<file path="src/rtl/ppw_pkg.sv">
package ppw_pkg;

  // State of the two-cycle write window in the holding stage
  typedef enum logic [1:0] {
    WIN_IDLE   = 2'd0,
    WIN_OPEN   = 2'd1,
    WIN_COMMIT = 2'd2
  } win_state_e;

endpackage

</file>
<file path="src/rtl/ppw_assembler.sv">
module ppw_assembler #(
  parameter int HALF_W = 16,
  localparam int WORD_W = 2 * HALF_W
) (
  input  logic              clk,
  input  logic              rst_n,
  input  logic              in_valid,
  input  logic [HALF_W-1:0] in_data,
  output logic              in_ready,
  input  logic              flush,
  input  logic              stage_free,
  output logic              xfer,
  output logic [WORD_W-1:0] xfer_data
);

  logic              phase_q;   // 1: a lower half is waiting
  logic [HALF_W-1:0] low_q;
  logic              do_flush;
  logic              accept;

  assign do_flush  = phase_q && flush && stage_free;
  assign in_ready  = !phase_q || (stage_free && !flush);
  assign accept    = in_valid && in_ready;
  assign xfer      = (accept && phase_q) || do_flush;
  assign xfer_data = do_flush ? {{HALF_W{1'b0}}, low_q} : {in_data, low_q};

  always_ff @(posedge clk or negedge rst_n) begin
    if (!rst_n) begin
      phase_q <= 1'b0;
      low_q   <= '0;
    end else begin
      if (accept) begin
        phase_q <= ~phase_q;
      end else if (do_flush) begin
        phase_q <= 1'b0;
      end
      if (accept && !phase_q) begin
        low_q <= in_data;
      end
    end
  end

  // a stalled offer leaves the waiting lower half untouched
  a_r9_stall_keeps_low: assert property (@(posedge clk) disable iff (!rst_n)
    (in_valid && !in_ready) |=> $stable(low_q));

  // a flush with nothing waiting leaves the phase alone when no input is taken
  a_r8_idle_flush_no_phase: assert property (@(posedge clk) disable iff (!rst_n)
    (flush && !phase_q && !in_valid) |=> !phase_q);

endmodule

</file>
<file path="src/rtl/ppw_write_stage.sv">
module ppw_write_stage
  import ppw_pkg::*;
#(
  parameter int WORD_W = 32,
  parameter int DEPTH  = 128,
  localparam int AW = $clog2(DEPTH)
) (
  input  logic              clk,
  input  logic              rst_n,
  input  logic              xfer,
  input  logic [WORD_W-1:0] xfer_data,
  output logic              stage_free,
  output logic              commit,
  output logic              mem_we,
  output logic [AW-1:0]     mem_addr,
  output logic [WORD_W-1:0] mem_wdata,
  output logic [AW-1:0]     wr_ptr,
  output logic              wrap_pulse
);

  localparam logic [AW-1:0] LAST = AW'(DEPTH - 1);

  win_state_e        st_q;
  logic [WORD_W-1:0] hold_data_q;
  logic [AW-1:0]     hold_addr_q;
  logic [AW-1:0]     ptr_q;
  logic              wrap_q;

  assign stage_free = (st_q != WIN_OPEN);
  assign commit     = (st_q == WIN_COMMIT);
  assign mem_we     = (st_q != WIN_IDLE);
  assign mem_addr   = hold_addr_q;
  assign mem_wdata  = hold_data_q;
  assign wr_ptr     = ptr_q;
  assign wrap_pulse = wrap_q;

  always_ff @(posedge clk or negedge rst_n) begin
    if (!rst_n) begin
      st_q        <= WIN_IDLE;
      hold_data_q <= '0;
      hold_addr_q <= '0;
      ptr_q       <= '0;
      wrap_q      <= 1'b0;
    end else if (xfer) begin
      st_q        <= WIN_OPEN;
      hold_data_q <= xfer_data;
      hold_addr_q <= ptr_q;
      ptr_q       <= (ptr_q == LAST) ? '0 : ptr_q + 1'b1;
      wrap_q      <= (ptr_q == LAST);
    end else begin
      st_q   <= (st_q == WIN_OPEN) ? WIN_COMMIT : WIN_IDLE;
      wrap_q <= 1'b0;
    end
  end

  a_r3_we_two_cycles: assert property (@(posedge clk) disable iff (!rst_n)
    $rose(mem_we) |=> mem_we);

  a_r3_bus_stable: assert property (@(posedge clk) disable iff (!rst_n)
    (st_q == WIN_OPEN) |=> ($stable(mem_wdata) && $stable(mem_addr) && mem_we));

  a_r5_addr_from_ptr: assert property (@(posedge clk) disable iff (!rst_n)
    xfer |=> (mem_addr == $past(wr_ptr)));

  a_r5_wrap_single: assert property (@(posedge clk) disable iff (!rst_n)
    wrap_pulse |=> !wrap_pulse);

  a_r5_wrap_at_zero: assert property (@(posedge clk) disable iff (!rst_n)
    wrap_pulse |-> (wr_ptr == '0));

endmodule

</file>
<file path="src/rtl/ppw_word_mem.sv">
module ppw_word_mem #(
  parameter int WORD_W = 32,
  parameter int DEPTH  = 128,
  localparam int AW = $clog2(DEPTH)
) (
  input  logic              clk,
  input  logic              commit,
  input  logic [AW-1:0]     waddr,
  input  logic [WORD_W-1:0] wdata,
  input  logic [AW-1:0]     raddr,
  output logic [WORD_W-1:0] rdata
);

  logic [WORD_W-1:0] cells [DEPTH];

  for (genvar g = 0; g < DEPTH; g++) begin : g_cell
    always_ff @(posedge clk) begin
      if (commit && (waddr == AW'(g))) begin
        cells[g] <= wdata;
      end
    end
  end

  assign rdata = cells[raddr];

endmodule

</file>
<file path="src/rtl/pair_pack_writer.sv">
module pair_pack_writer #(
  parameter int HALF_W = 16,
  parameter int DEPTH  = 128,
  localparam int WORD_W = 2 * HALF_W,
  localparam int AW     = $clog2(DEPTH)
) (
  input  logic              clk,
  input  logic              rst_n,
  input  logic              in_valid,
  output logic              in_ready,
  input  logic [HALF_W-1:0] in_data,
  input  logic              flush,
  output logic              mem_we,
  output logic [AW-1:0]     mem_addr,
  output logic [WORD_W-1:0] mem_wdata,
  output logic [AW-1:0]     wr_ptr,
  output logic              wrap_pulse,
  input  logic [AW-1:0]     rd_addr,
  output logic [WORD_W-1:0] rd_data
);

  logic              xfer;
  logic [WORD_W-1:0] xfer_data;
  logic              stage_free;
  logic              commit;

  ppw_assembler #(.HALF_W(HALF_W)) u_asm (
    .clk        (clk),
    .rst_n      (rst_n),
    .in_valid   (in_valid),
    .in_data    (in_data),
    .in_ready   (in_ready),
    .flush      (flush),
    .stage_free (stage_free),
    .xfer       (xfer),
    .xfer_data  (xfer_data)
  );

  ppw_write_stage #(.WORD_W(WORD_W), .DEPTH(DEPTH)) u_stage (
    .clk        (clk),
    .rst_n      (rst_n),
    .xfer       (xfer),
    .xfer_data  (xfer_data),
    .stage_free (stage_free),
    .commit     (commit),
    .mem_we     (mem_we),
    .mem_addr   (mem_addr),
    .mem_wdata  (mem_wdata),
    .wr_ptr     (wr_ptr),
    .wrap_pulse (wrap_pulse)
  );

  ppw_word_mem #(.WORD_W(WORD_W), .DEPTH(DEPTH)) u_mem (
    .clk    (clk),
    .commit (commit),
    .waddr  (mem_addr),
    .wdata  (mem_wdata),
    .raddr  (rd_addr),
    .rdata  (rd_data)
  );

  // the assembler never hands a word to a holding stage still in its first write cycle
  a_r6_handoff_into_free: assert property (@(posedge clk) disable iff (!rst_n)
    xfer |-> stage_free);

  // a flush that is honoured starts a write window on the next cycle
  a_r7_flush_writes: assert property (@(posedge clk) disable iff (!rst_n)
    (flush && !in_ready) |=> (mem_we && $rose(mem_we) == !$past(mem_we)));

endmodule

</file>
<file path="config.mk">
export PLATFORM = sky130hd
export DESIGN_NAME = pair_pack_writer
export DESIGN_NICKNAME = d
export VERILOG_FILES = /design/src/rtl/ppw_pkg.sv /design/src/rtl/ppw_assembler.sv /design/src/rtl/ppw_write_stage.sv /design/src/rtl/ppw_word_mem.sv /design/src/rtl/pair_pack_writer.sv
export SDC_FILE = /design/constraint.sdc
export NUM_CORES = 2
export LEC_CHECK = 0
export BUFFER_PORTS_ARGS = -buffer_cell sky130_fd_sc_hd__buf_2
export CORE_MARGIN = 2
export CORE_UTILIZATION = 53
export DETAILED_ROUTE_END_ITERATION = 16
export GPL_ROUTABILITY_DRIVEN = 1
export HOLD_SLACK_MARGIN = 0.12
export PLACE_DENSITY_LB_ADDON = 0.15
export SYNTH_ARGS = -nofsm -noshare
export SYNTH_HDL_FRONTEND = slang
export SYNTH_SLANG_ARGS = --single-unit
</file>
<file path="constraint.sdc">
create_clock -name clk -period 3.3 [get_ports clk]
set_clock_uncertainty 0.1 [all_clocks]
set_input_delay 0.165 -clock clk [delete_from_list [all_inputs] [get_ports clk]]
set_output_delay 0.165 -clock clk [all_outputs]
set_load 0.05 [all_outputs]
</file>
==> report_table.html <==
<table>
<tr><th>Metric</th><th>Value</th></tr>
<tr><th colspan="2">Worst setup path</th></tr>
<tr><td>CP max stage cell</td><td>sky130_fd_sc_hd__mux4_2</td></tr>
<tr><td>R2r setup slk</td><td>around 0.54 ns</td></tr>
<tr><td>Critical path start-end classification</td><td>reg -&gt; out</td></tr>
<tr><td>Crit-path max FO</td><td>2</td></tr>
<tr><td>Source of the worst register-to-register timing path</td><td>u_stage.st_q[1]</td></tr>
<tr><td>R2r endpoint</td><td>u_stage.mem_wdata[21]</td></tr>
<tr><td>Most frequent cell on the critical path</td><td>sky130_fd_sc_hd__mux4_2</td></tr>
<tr><td>Worst path top cell family by delay</td><td>multiplexers</td></tr>
<tr><td>CP arrival</td><td>3.71 ns</td></tr>
<tr><td>Critical-path cell list</td><td>mux4_2 -&gt; mux4_2 -&gt; mux4_2 -&gt; mux2_2 -&gt; buf_2</td></tr>
<tr><td>Kind of end point of the critical path</td><td>output pin</td></tr>
<tr><td>CP Launch Type</td><td>flop</td></tr>
<tr><td>Buf/Inv on CP</td><td>1</td></tr>
<tr><td>Slowest Stage Delay on Critical Path</td><td>roughly 0.67 ns</td></tr>
<tr><td>Worst Reg-to-Reg Cells</td><td>6</td></tr>
<tr><td>Required time of the worst setup path</td><td>3.03 ns</td></tr>
<tr><th colspan="2">STA</th></tr>
<tr><td>Part of the cycle the worst path needs</td><td>1.20</td></tr>
<tr><td>Worst Max-Slew Pin Slew</td><td>around 1.2 ns</td></tr>
<tr><td>Post-Route Setup TNS</td><td>-19.03 ns</td></tr>
<tr><td>Achievable clock frequency</td><td>252 MHz</td></tr>
<tr><td>Setup repair after global routing missed its margin</td><td>yes</td></tr>
<tr><td>Max-Slew Margin vs Limit</td><td>0.211</td></tr>
<tr><td>Final count of negative-setup-slack endpoints</td><td>32</td></tr>
<tr><td>Final-layout worst hold slack</td><td>0.298 ns</td></tr>
<tr><td>Minimum setup slack in the final design</td><td>-0.672 ns</td></tr>
<tr><td>Post-route minimum period</td><td>3.97 ns</td></tr>
<tr><td>Final-report max-slew violation count</td><td>0</td></tr>
<tr><td>Final Hold Vio Count</td><td>0</td></tr>
<tr><th colspan="2">Power and ir drop</th></tr>
<tr><td>Clock power share</td><td>0.359</td></tr>
<tr><td>Logic gate share of total power</td><td>0.103</td></tr>
<tr><td>Power Internal</td><td>95.7 mW</td></tr>
<tr><td>Switching pwr</td><td>between 30 and 40 mW</td></tr>
<tr><td>Net Sw Frac</td><td>0.258</td></tr>
<tr><td>Worst-case vdd ir drop</td><td>0.00117 V</td></tr>
<tr><td>PD cells</td><td>698 mW/mm2</td></tr>
<tr><td>Part of the power in registers</td><td>0.538</td></tr>
<tr><td>Pleak</td><td>58.1 nW</td></tr>
<tr><th colspan="2">Final layout</th></tr>
<tr><td>Syn-to-layout area delta</td><td>16.7%</td></tr>
<tr><td># nets final</td><td>6962</td></tr>
<tr><td>Share of final-layout standard cells stronger than drive strength 1</td><td>0.378</td></tr>
<tr><td>Most common library cell in the layout ignoring fill and taps</td><td>sky130_fd_sc_hd__edfxtp_1</td></tr>
<tr><td>Highest-count cells in the layout ignoring fill and taps</td><td>4096 x sky130_fd_sc_hd__edfxtp_1, 1344 x sky130_fd_sc_hd__mux4_2, 420 x sky130_fd_sc_hd__clkbuf_16</td></tr>
<tr><th colspan="2">Status</th></tr>
<tr><td>Outcome</td><td>finished, violations left</td></tr>
<tr><td>Failing checks</td><td>negative setup slack</td></tr>
<tr><th colspan="2">Global routing</th></tr>
<tr><td>Antenna violations before repair</td><td>36</td></tr>
<tr><td>Overflow after GRT</td><td>0</td></tr>
<tr><td>Total global routing track utilization</td><td>0.277</td></tr>
<tr><td>First-pass GRT wire length</td><td>579000 um</td></tr>
<tr><td>Vias in the first global route</td><td>~74k</td></tr>
<tr><td>Maximum number of pins on one net before global-route repair</td><td>between 80 and 90</td></tr>
<tr><th colspan="2">Route</th></tr>
<tr><td>Iter 0 DRT Violations</td><td>10.7k</td></tr>
<tr><td>DR WL/cell</td><td>roughly 37 um</td></tr>
<tr><td>Antenna viol nets, final</td><td>0</td></tr>
<tr><td>Detailed-route DRC error count</td><td>0</td></tr>
<tr><td>Drt total wl</td><td>417000 um</td></tr>
<tr><td>Number of search-and-repair iterations in the first detailed-routing pass</td><td>5</td></tr>
<tr><td>Count of vias placed by the detailed router</td><td>73.7k</td></tr>
<tr><td>Mean number of vias per cell</td><td>about 6.6</td></tr>
<tr><th colspan="2">CTS</th></tr>
<tr><td>Library cell used as clock root buffer</td><td>sky130_fd_sc_hd__clkbuf_16</td></tr>
<tr><td>H-tree lvl count</td><td>5</td></tr>
<tr><td>TritonCTS clock tree</td><td>done</td></tr>
<tr><td>Clock insertion delay at the later pin of the skew report</td><td>roughly 0.95 ns</td></tr>
<tr><td>Maximum clock path buffer count</td><td>4</td></tr>
<tr><td>Clock Sink Count</td><td>about 4.2k</td></tr>
<tr><td>Clock-pin slew reported for the worst setup and hold paths after clock tree synthesis</td><td>0.06 ns</td></tr>
<tr><td>Num CTS Buffers</td><td>413</td></tr>
<tr><th colspan="2">Yosys</th></tr>
<tr><td>Syn Inst Count</td><td>6161</td></tr>
<tr><td>Post-synth EDFFs</td><td>4096</td></tr>
<tr><td>Most common flop cell mapped by yosys</td><td>sky130_fd_sc_hd__edfxtp_1</td></tr>
<tr><td>Cell taking the most area after synthesis</td><td>sky130_fd_sc_hd__edfxtp_1</td></tr>
<tr><td>Async set-reset flop share out of synthesis</td><td>0.0159</td></tr>
<tr><td>Area share of the leading cell type in the synthesized netlist</td><td>0.778</td></tr>
<tr><td>Dominant cells by area after synthesis</td><td>sky130_fd_sc_hd__edfxtp_1 78%, sky130_fd_sc_hd__mux4_2 19%, sky130_fd_sc_hd__dfrtp_1 1.0%</td></tr>
<tr><td>Post-synthesis cell area</td><td>0.158 mm2</td></tr>
<tr><td>Average cell area after synthesis</td><td>about 26 um2</td></tr>
<tr><td>Number of distinct library cells after synthesis</td><td>35</td></tr>
<tr><td>Ys Warns</td><td>0</td></tr>
<tr><td>Total of flip-flops plus latches after synthesis</td><td>around 4.2k</td></tr>
<tr><td>Portion of the post-synthesis area used by sequential elements</td><td>0.789</td></tr>
<tr><td>Syn_nets</td><td>around 6.2k</td></tr>
<tr><th colspan="2">Hold path</th></tr>
<tr><td>Worst hold path type</td><td>in -&gt; async</td></tr>
<tr><th colspan="2">Floorplanning</th></tr>
<tr><td>Std-Cell Core Area</td><td>between 0.2 and 0.3 mm2</td></tr>
<tr><td>Total die area</td><td>0.303 mm2</td></tr>
<tr><td>Total number of placement rows</td><td>200</td></tr>
<tr><td>Boundary pin count</td><td>between 100 and 150</td></tr>
<tr><td>Chip Width</td><td>550 um</td></tr>
<tr><td>Die height</td><td>550 um</td></tr>
<tr><td>Initial core utilization</td><td>0.533</td></tr>
<tr><th colspan="2">Place</th></tr>
<tr><td>Post-detailed-placement half-perimeter wirelength</td><td>around 240000 um</td></tr>
<tr><td>RD Place Congestion</td><td>0.860</td></tr>
<tr><td>Total of buffers placed on input and output ports</td><td>107</td></tr>
<tr><th colspan="2">Run</th></tr>
<tr><td>Max-cap violations</td><td>0</td></tr>
</table>
## Yosys cell counts, types with 2 or more instances
cell type	count
sky130_fd_sc_hd__edfxtp_1	4096
sky130_fd_sc_hd__mux4_2	1344
sky130_fd_sc_hd__clkbuf_1	193
sky130_fd_sc_hd__nor2_1	134
sky130_fd_sc_hd__nand2_1	87
sky130_fd_sc_hd__buf_2	82
sky130_fd_sc_hd__dfrtp_1	66
sky130_fd_sc_hd__mux2_2	48
sky130_fd_sc_hd__buf_1	47
sky130_fd_sc_hd__a22o_1	16
sky130_fd_sc_hd__nand3_1	7
sky130_fd_sc_hd__xnor2_1	4
sky130_fd_sc_hd__buf_4	3
sky130_fd_sc_hd__nand3b_1	3
sky130_fd_sc_hd__o21ai_0	3
sky130_fd_sc_hd__buf_6	2
sky130_fd_sc_hd__inv_1	2
sky130_fd_sc_hd__nand2b_1	2
sky130_fd_sc_hd__nor2b_1	2
sky130_fd_sc_hd__nor4b_1	2
sky130_fd_sc_hd__nor4bb_1	2
sky130_fd_sc_hd__or2_2	2
sky130_fd_sc_hd__or3b_2	2
## final cells by class
class | instances | area (um2)
fillers | 19700 | 112000
diodes | 12 | 30.0
well taps | 3939 | 4930
repair buffers | 685 | 8370
clock buffers | 505 | 10800
inverters | 3 | 11.3
multi-input cells | 1669 | 33100
clock inverters | 247 | 2450
flip-flops and latches | 4162 | 125000
## through the flow
stage	power, mW	area [um2]	worst slack [ns]	utilization	instances
6_report	129	185000	-0.672	0.622	11200
2_1_floorplan	75.3	158000	-0.305	-	6161
3_3_place_gp	82.7	170000	-0.372	0.574	10400
4_1_cts	129	184000	-0.720	0.621	11200
5_1_grt	132	184000	-0.687	0.622	11200
3_5_place_dp	83.4	170000	-0.365	0.574	10400
## power by group through the flow
stage / Clock (mW) / Combinational (mW) / Sequential, mW
2_1_floorplan: 0 / 3.94 / 71.4
3_3_place_gp: 0 / 12.5 / 70.2
3_5_place_dp: 0 / 12.9 / 70.5
4_1_cts: 46.7 / 13.2 / 69.3
5_1_grt: 48.8 / 13.9 / 69.6
6_report: 46.2 / 13.3 / 69.3
## what timing repair did
action	in CTS	in global routing
endpoints found under the setup margin	32	32
endpoints found under the hold margin	119	0
hold buffers	54	0
setup buffers	0	0
resized for setup	60	7
gates cloned	0	0
## layer usage
layer  vias up  wire length, um  GRT usage
met1     40600           166000      0.411
li1      28600                -          -
met2      4009           197000      0.431
met5         -                0          0
met4         0            12800     0.0747
met3       494            41400     0.0521
## worst register-to-register path, stage by stage, from the launching register on
cell,delay [ns]
sky130_fd_sc_hd__dfrtp_1,0.47
sky130_fd_sc_hd__nand2b_1,0.21
sky130_fd_sc_hd__inv_1,0.10
sky130_fd_sc_hd__o21ai_0,0.25
sky130_fd_sc_hd__and3_1,0.75
sky130_fd_sc_hd__a22o_1,0.26
sky130_fd_sc_hd__dlygate4sd3_1,0.55
## worst max-delay path by stage
stage                               from                 end  slack (ns)  cells after the start
finish               u_mem.cells[55][22]         rd_data[22]       -0.67                      5
floorplan            u_stage.mem_addr[6]  u_mem.cells[66][0]       -0.30                      5
global placement              rd_addr[0]          rd_data[3]       -0.37                      9
CTS                  u_mem.cells[44][26]         rd_data[26]       -0.72                      5
detailed placement            rd_addr[0]          rd_data[2]       -0.36                      8
global route        u_mem.cells[101][22]         rd_data[22]       -0.69                      5
## registers in the layout (all words and copies together) (netlist names)
register / cells
u_mem.cells: 4096
u_stage.wrap_pulse: 1
u_stage.st_q: 2
u_stage.wr_ptr: 7
u_asm.phase_q: 1
u_asm.low_q: 16
u_stage.mem_wdata: 32
u_stage.mem_addr: 7
## cell families after synthesis
kind of cell	count (synthesis)	synth area share
adder cells (fa/ha/maj)	1	0.0000791
flip-flops	4162	0.789
AO/OA/AOI/OAI	21	0.00106
AND/OR/NAND/NOR	250	0.00650
buffers and inverters	330	0.00865
XOR/XNOR	5	0.000277
multiplexers	1392	0.195
Note: power is estimated with default switching activity, not from simulation.
